==> config.mk <==
export PLATFORM = sky130hd
export DESIGN_NAME = cfgport_ctrl
export DESIGN_NICKNAME = d
export VERILOG_FILES = /design/src/rtl/cfgport_pkg.sv /design/src/rtl/cfgport_addr_dec.sv /design/src/rtl/cfgport_key_seq.sv /design/src/rtl/cfgport_global_regs.sv /design/src/rtl/cfgport_ld_route.sv /design/src/rtl/cfgport_ctrl.sv
export SDC_FILE = /design/constraint.sdc
export NUM_CORES = 1
export LEC_CHECK = 0
export BUFFER_PORTS_ARGS = -buffer_cell sky130_fd_sc_hd__buf_2
export CAP_MARGIN = 5
export CORE_MARGIN = 2
export CORE_UTILIZATION = 30
export DETAILED_ROUTE_END_ITERATION = 16
export PLACE_DENSITY = 0.68
export SLEW_MARGIN = 5
export SYNTH_ARGS = -nofsm -noshare
export SYNTH_HDL_FRONTEND = slang
export SYNTH_SLANG_ARGS = --single-unit
==> constraint.sdc <==
create_clock -name clk -period 1.9 [get_ports clk]
set_input_delay 0 -clock clk [delete_from_list [all_inputs] [get_ports clk]]
set_output_delay 0 -clock clk [all_outputs]
set_load 0.02 [all_outputs]
==> src/rtl/cfgport_pkg.sv <==
package cfgport_pkg;

   typedef enum logic [1:0] {
      KS_LOCKED = 2'd0,
      KS_HALF   = 2'd1,
      KS_OPEN   = 2'd2
   } key_state_e;

   localparam logic [7:0] IDX_DEV_SELECT = 8'h07;
   localparam logic [7:0] IDX_CHIP_HI    = 8'h20;
   localparam logic [7:0] IDX_CHIP_LO    = 8'h21;
   localparam logic [7:0] IDX_CHIP_REV   = 8'h22;
   localparam logic [7:0] IDX_VEND_HI    = 8'h23;
   localparam logic [7:0] IDX_VEND_LO    = 8'h24;
   localparam logic [7:0] IDX_DEV_FIRST  = 8'h30;
   localparam logic [7:0] FILL_BYTE      = 8'hFF;

   function automatic logic is_global(input logic [7:0] idx);
      return idx < IDX_DEV_FIRST;
   endfunction

endpackage

==> src/rtl/cfgport_addr_dec.sv <==
module cfgport_addr_dec #(
   parameter int unsigned ADDR_W = 16,
   parameter bit          DUAL_BASE = 1'b1,
   parameter logic [ADDR_W-1:0] BASE_A = 'h2E,
   parameter logic [ADDR_W-1:0] BASE_B = 'h4E
) (
   input  logic              strap_alt,
   input  logic [ADDR_W-1:0] io_addr,
   output logic              hit_idx,
   output logic              hit_dat
);
   localparam logic [ADDR_W-1:0] ONE = ADDR_W'(1);

   if (ADDR_W < 8) begin : g_bad_width
      $error("cfgport_addr_dec: ADDR_W must be at least 8");
   end
   if (BASE_A[0] != 1'b0 || BASE_B[0] != 1'b0) begin : g_bad_base
      $error("cfgport_addr_dec: base addresses must be even");
   end

   logic [ADDR_W-1:0] base_now;

   if (DUAL_BASE) begin : g_dual
      assign base_now = strap_alt ? BASE_B : BASE_A;
   end else begin : g_single
      logic unused_strap;
      assign unused_strap = strap_alt;
      assign base_now = BASE_A;
   end

   assign hit_idx = (io_addr == base_now);
   assign hit_dat = (io_addr == (base_now + ONE));

endmodule

==> src/rtl/cfgport_key_seq.sv <==
module cfgport_key_seq
   import cfgport_pkg::*;
#(
   parameter logic [7:0] UNLOCK_KEY = 8'h87,
   parameter logic [7:0] LOCK_KEY   = 8'hAA
) (
   input  logic       clk,
   input  logic       rst_n,
   input  logic       idx_wr,
   input  logic [7:0] wdata,
   output logic       open
);
   if (UNLOCK_KEY == LOCK_KEY) begin : g_bad_keys
      $error("cfgport_key_seq: lock and unlock keys must differ");
   end

   key_state_e st_q, st_d;

   always_comb begin
      st_d = st_q;
      if (idx_wr) begin
         unique case (st_q)
            KS_LOCKED: st_d = (wdata == UNLOCK_KEY) ? KS_HALF : KS_LOCKED;
            KS_HALF:   st_d = (wdata == UNLOCK_KEY) ? KS_OPEN : KS_LOCKED;
            KS_OPEN:   st_d = (wdata == LOCK_KEY)   ? KS_LOCKED : KS_OPEN;
            default:   st_d = KS_LOCKED;
         endcase
      end
   end

   always_ff @(posedge clk) begin
      if (!rst_n) st_q <= KS_LOCKED;
      else        st_q <= st_d;
   end

   assign open = (st_q == KS_OPEN);

endmodule

==> src/rtl/cfgport_global_regs.sv <==
module cfgport_global_regs
   import cfgport_pkg::*;
#(
   parameter logic [7:0]  LOCK_KEY = 8'hAA,
   parameter logic [15:0] CHIP_ID  = 16'h0814,
   parameter logic [7:0]  CHIP_REV = 8'h05,
   parameter logic [15:0] VEND_ID  = 16'h1934
) (
   input  logic       clk,
   input  logic       rst_n,
   input  logic       open,
   input  logic       idx_wr,
   input  logic       dat_wr,
   input  logic [7:0] wdata,
   output logic [7:0] cur_idx,
   output logic [7:0] cur_ldn,
   output logic       glob_sel,
   output logic [7:0] glob_rdata
);
   always_ff @(posedge clk) begin
      if (!rst_n) begin
         cur_idx <= 8'h00;
         cur_ldn <= 8'h00;
      end else if (open) begin
         if (idx_wr && wdata != LOCK_KEY) cur_idx <= wdata;
         if (dat_wr && cur_idx == IDX_DEV_SELECT) cur_ldn <= wdata;
      end
   end

   assign glob_sel = is_global(cur_idx);

   always_comb begin
      unique case (cur_idx)
         IDX_DEV_SELECT: glob_rdata = cur_ldn;
         IDX_CHIP_HI:    glob_rdata = CHIP_ID[15:8];
         IDX_CHIP_LO:    glob_rdata = CHIP_ID[7:0];
         IDX_CHIP_REV:   glob_rdata = CHIP_REV;
         IDX_VEND_HI:    glob_rdata = VEND_ID[15:8];
         IDX_VEND_LO:    glob_rdata = VEND_ID[7:0];
         default:        glob_rdata = FILL_BYTE;
      endcase
   end

endmodule

==> src/rtl/cfgport_ld_route.sv <==
module cfgport_ld_route
   import cfgport_pkg::*;
#(
   parameter int unsigned NUM_LD = 8
) (
   input  logic              open,
   input  logic              dat_wr,
   input  logic              dat_rd,
   input  logic              glob_sel,
   input  logic [7:0]        cur_ldn,
   input  logic [NUM_LD*8-1:0] ld_rdata,
   output logic [NUM_LD-1:0] ld_wr,
   output logic [NUM_LD-1:0] ld_rd,
   output logic [7:0]        dev_rdata
);
   localparam logic [8:0] LD_COUNT = 9'(NUM_LD);

   if (NUM_LD < 1 || NUM_LD > 256) begin : g_bad_count
      $error("cfgport_ld_route: NUM_LD must be 1..256");
   end

   logic fwd_ok, fwd_wr, fwd_rd;
   assign fwd_ok = open && !glob_sel && ({1'b0, cur_ldn} < LD_COUNT);
   assign fwd_wr = fwd_ok && dat_wr;
   assign fwd_rd = fwd_ok && dat_rd;

   for (genvar k = 0; k < NUM_LD; k++) begin : g_dev
      logic hit;
      assign hit      = (cur_ldn == 8'(k));
      assign ld_wr[k] = fwd_wr && hit;
      assign ld_rd[k] = fwd_rd && hit;
   end

   always_comb begin
      dev_rdata = FILL_BYTE;
      for (int k = 0; k < NUM_LD; k++) begin
         if (cur_ldn == 8'(k)) dev_rdata = ld_rdata[k*8 +: 8];
      end
   end

endmodule

==> src/rtl/cfgport_ctrl.sv <==
module cfgport_ctrl
   import cfgport_pkg::*;
#(
   parameter int unsigned ADDR_W     = 16,
   parameter int unsigned NUM_LD     = 8,
   parameter bit          DUAL_BASE  = 1'b1,
   parameter logic [ADDR_W-1:0] BASE_A = 'h2E,
   parameter logic [ADDR_W-1:0] BASE_B = 'h4E,
   parameter logic [7:0]  UNLOCK_KEY = 8'h87,
   parameter logic [7:0]  LOCK_KEY   = 8'hAA,
   parameter logic [15:0] CHIP_ID    = 16'h0814,
   parameter logic [7:0]  CHIP_REV   = 8'h05,
   parameter logic [15:0] VEND_ID    = 16'h1934
) (
   input  logic                clk,
   input  logic                rst_n,
   input  logic                strap_alt,
   input  logic [ADDR_W-1:0]   io_addr,
   input  logic                io_wr,
   input  logic                io_rd,
   input  logic [7:0]          io_wdata,
   output logic [7:0]          io_rdata,
   output logic                io_rvalid,
   output logic [7:0]          ld_index,
   output logic [7:0]          ld_wdata,
   output logic [NUM_LD-1:0]   ld_wr,
   output logic [NUM_LD-1:0]   ld_rd,
   input  logic [NUM_LD*8-1:0] ld_rdata
);
   logic       hit_idx, hit_dat;
   logic       lk_open;
   logic [7:0] cur_idx, cur_ldn;
   logic       glob_sel;
   logic [7:0] glob_rdata, dev_rdata, rd_next;
   logic       idx_wr, dat_wr, dat_rd, any_rd;

   cfgport_addr_dec #(
      .ADDR_W(ADDR_W), .DUAL_BASE(DUAL_BASE), .BASE_A(BASE_A), .BASE_B(BASE_B)
   ) dec_i (
      .strap_alt(strap_alt), .io_addr(io_addr),
      .hit_idx(hit_idx), .hit_dat(hit_dat)
   );

   assign idx_wr = io_wr && hit_idx;
   assign dat_wr = io_wr && hit_dat;
   assign dat_rd = io_rd && hit_dat;
   assign any_rd = io_rd && (hit_idx || hit_dat);

   cfgport_key_seq #(.UNLOCK_KEY(UNLOCK_KEY), .LOCK_KEY(LOCK_KEY)) key_i (
      .clk(clk), .rst_n(rst_n), .idx_wr(idx_wr), .wdata(io_wdata), .open(lk_open)
   );

   cfgport_global_regs #(
      .LOCK_KEY(LOCK_KEY), .CHIP_ID(CHIP_ID), .CHIP_REV(CHIP_REV), .VEND_ID(VEND_ID)
   ) glob_i (
      .clk(clk), .rst_n(rst_n), .open(lk_open), .idx_wr(idx_wr), .dat_wr(dat_wr),
      .wdata(io_wdata), .cur_idx(cur_idx), .cur_ldn(cur_ldn),
      .glob_sel(glob_sel), .glob_rdata(glob_rdata)
   );

   cfgport_ld_route #(.NUM_LD(NUM_LD)) route_i (
      .open(lk_open), .dat_wr(dat_wr), .dat_rd(dat_rd), .glob_sel(glob_sel),
      .cur_ldn(cur_ldn), .ld_rdata(ld_rdata),
      .ld_wr(ld_wr), .ld_rd(ld_rd), .dev_rdata(dev_rdata)
   );

   assign ld_index = cur_idx;
   assign ld_wdata = io_wdata;

   always_comb begin
      if (!lk_open)     rd_next = FILL_BYTE;
      else if (hit_idx) rd_next = cur_idx;
      else if (glob_sel) rd_next = glob_rdata;
      else              rd_next = dev_rdata;
   end

   always_ff @(posedge clk) begin
      if (!rst_n) begin
         io_rvalid <= 1'b0;
         io_rdata  <= FILL_BYTE;
      end else begin
         io_rvalid <= any_rd;
         if (any_rd) io_rdata <= rd_next;
      end
   end

endmodule

==> metrics.md <==
| Metric | Value |
|---|---|
| Leading cell type in the layout, fill and taps excluded | buf_2 |
| Top cell type by total area after synthesis | dfxtp_1 |
| Post-Route WL | 8030 um |
| Core Area | 7610 um^2 |
| Worst VDD drop | 0.247 mV |
| Clock root buffer | clkbuf_8 |
| FF-to-FF End | io_rdata[3]$_SDFFE_PN1P_ |
| Hold Crit Start | io_wdata[2] |
| Failing checks | negative setup slack |
| Internal cell power | 0.835 mW |
| 1st-iter DRT viols | 65 |
| Clock network fraction of total power | 30.9% |
| Diode count | 0 |
| Fin. max-slew vios | 0 |
| Lkg Pwr | 1.58 nW |
| Worst path cell trace | buf_6 -> or4b_4 -> a2111oi_4 -> and3_4 -> nand3_4 -> or3_4 -> nor3_2 -> buf_4 |
| Min-Delay Endpoint | glob_i.cur_idx[2]$_SDFFE_PN0P_ |
| Vias per inst | 5.12 |
| Top delay family on crit path | simple AND/OR/NAND/NOR gates |
| Worst Path Buf+Inv | 2 |
| Dominant synthesized flop cell | dfxtp_1 |
| Worst min path class | in2reg |
| Clock Skew | 0.0158 ns |
| Combinational share of power | 19.0% |
| Post-Synthesis Cells | 283 |
| Register area share after synthesis | 23.3% |
| CTS tree | done |
| Residual DRC | 0 |
| Hold Path Stages | 3 |
| F_max | 475 MHz |
| Yosys warns | 0 |
| Layout cell share with drive strength beyond 1 | 59.1% |
| Placed Cells | 527 |
| IO Port Bufs | 133 |
| Final TNS setup | -2.91 ns |
| Synth async-reset ratio | 0% |
| CP peak stage delay | 0.55 ns |
| GRT Residual Overflow | 0 |
| Worst reg2reg path startpoint | glob_i.cur_ldn[0]$_SDFFE_PN0P_ |
| Final WS setup | -0.207 ns |
| Longest Clk Path Bufs | 2 |
| Commonest cells after routing, fill and taps aside | 116 x buf_2, 45 x buf_4, 30 x nand2_1 |
| Gr usage total | 17.2% |
| Rows | 32 |
| Storage element area | 556 um^2 |
| Syn-to-layout area delta | 61.9% |
| First-pass GRT wire length | 12,100 um |
| Net Count, Synth | 376 |
| Finish-stage setup viols | 22 |
| Num ports | 134 |
| # H-tree levels | 1 |
| Slew at the pin closest to its max-slew limit | 0.458 ns |
| DP HPWL | 6290 um |
| First-pass iteration count of the detailed router | 4 |
| Crit path launch type | primary input |
| Final hold violation count | 0 |
| CTS sink count | 27 |
| Clock transition at path regs | 0.11 ns |
| Mean routed wirelength per cell | 14.9 um |
| Mapped Area | 2320 um^2 |
| Width of the die | 92.0 um |
| Vias post-DR | 2,766 |
| Post-synth EDFFs | 0 |
| Post-route insts no fill | 540 |
| Max FO, Critical Path | 3 |
| Die ar. | 8460 um^2 |
| Mapped Avg Cell Area | 8.20 um^2 |
| Unrepaired setup endpoints after global routing | true |
| Crit path DAT | 2.11 ns |
| Post-layout util | 49.4% |
| Share of power burned in registers | 50.2% |
| R2r setup slk | 0.06 ns |
| Ratio of final minimum period to clock period | 111% |
| Multi-input logic area | 1830 um^2 |
| Cell area power density | 298 nW/um^2 |
| Cells on worst reg2reg path | 6 |
| Routability Congestion | 0.810 |
| Status | finished, violations left |
| NetSw | 0.287 mW |
| Max-cap viol count | 0 |
| Clock Latency Late Sink | 0.28 ns |
| WP data required | 1.90 ns |
| Fillers | 756 |
| Largest net degree at the start of global routing | 18 |
| Number of global-route vias before repair | 2,580 |
| Initial antenna violation count | 0 |
| CP endpoint kind | primary output |
| Net Sw Frac | 25.6% |
| CTS Buf Count | 3 |
| Fin crit period | 2.11 ns |
| Final ANT Viol Nets | 0 |
| FF+latch count, synth | 27 |
| Initial Util | 30.5% |
| WS Path Type | in2out |
| Synth unique cells | 62 |
| Main area contributors after synthesis | dfxtp_1 23%, mux2i_1 6.5%, mux4_2 5.8% |
| Area fraction of the dominant cell type after synthesis | 23.3% |
| Fin nets | 532 |
| Crit-path slowest cell | or4b_4 |
| Slew margin rel. | 69.2% |
| Die Span Y | 92.0 um |
how the worst max path moves through the flow:
stage                to  depth (start not counted)  slack (ns)                            from
6_report       ld_rd[4]                          8       -0.21                     io_addr[13]
5_1_grt        ld_wr[4]                          8       -0.29                     io_addr[13]
4_1_cts        ld_rd[0]                          8       -0.21  glob_i.cur_ldn[6]$_SDFFE_PN0P_
3_5_place_dp   ld_wr[0]                          8       -0.33                     io_addr[11]
3_3_place_gp   ld_wr[0]                          8       -0.24                     io_addr[11]
2_1_floorplan  ld_wr[1]                          6       -0.08                     io_addr[11]
synth_stat cells (3+ instances only):
library cell	number
nor4_1	3
clkbuf_1	9
nand3_1	6
nor3_1	7
mux2i_1	15
a31oi_1	4
or3_1	6
clkbuf_8	3
o21ai_0	6
o21a_1	8
mux2_2	7
buf_1	3
nor2b_1	11
nor2_1	26
a211oi_1	4
nand2b_1	6
inv_1	6
mux4_2	6
buf_6	5
o31ai_1	4
dfxtp_1	27
nand2_1	31
o311ai_0	7
o22ai_1	11
buf_4	9
a21oi_1	9
power groups by stage:
stage / sequential [mW] / combinational (mW) / clock [mW]
CTS: 0.564 / 0.208 / 0.355
global route: 0.563 / 0.230 / 0.385
global placement: 0.577 / 0.191 / 0
floorplan: 0.577 / 0.0838 / 0
detailed placement: 0.577 / 0.196 / 0
finish: 0.562 / 0.213 / 0.346
metal layers:
metal / global-route usage (%) / wire length (um)
met1: 22.4 / 3450
met2: 29.7 / 4030
met3: 3.37 / 444
met4: 3.23 / 103
met5: 0 / 0
tightest hold or removal path, cell delays in order:
cell     delay (ns)
buf_2          0.13
nand2_1        0.06
mux2i_1        0.06
cell families after synthesis:
| family | synth area share [%] |
|---|---|
| AOI/OAI and AO/OA | 21.6 |
| xor gates and xnor gates | 0.377 |
| buffers and inverters | 11.3 |
| DFF | 23.3 |
| muxes | 15.7 |
| and+or+nand+nor | 27.8 |
layout make-up:
type,instances,share of cell area [%]
clock buffers,3,1.10
inverters,6,0.599
repair buffers,184,31.3
clock inverters,1,0.233
flip-flops and latches,27,14.8
well taps,102,3.40
multi-input cells,217,48.6
through the flow:
step                      hold WS, ns  total power [mW]  setup slack [ns]  instance area, um^2
after global placement          0.281             0.768            -0.244                 3240
after floorplan                 0.113             0.661           -0.0818                 2370
after detailed placement        0.280             0.773            -0.327                 3240
after CTS                     0.00668              1.13            -0.208                 3520
after global routing           0.0204              1.18            -0.292                 3760
final                          0.0128              1.12            -0.207                 3760
state kept, by name, indices dropped and copies added (netlist names):
name,cells
io_rdata,8
glob_i.cur_ldn,8
glob_i.cur_idx,8
io_rvalid,1
key_i.st_q,2
what timing repair did:
item                                    CTS  global route
hold buffers                              4             0
endpoints found under the setup margin   22            39
resized for setup                        45            53
buffers inserted                          4             4
hold endpoints to repair                  4             0
pin swaps                                17            25
Note: power is estimated with default switching activity, not from simulation.
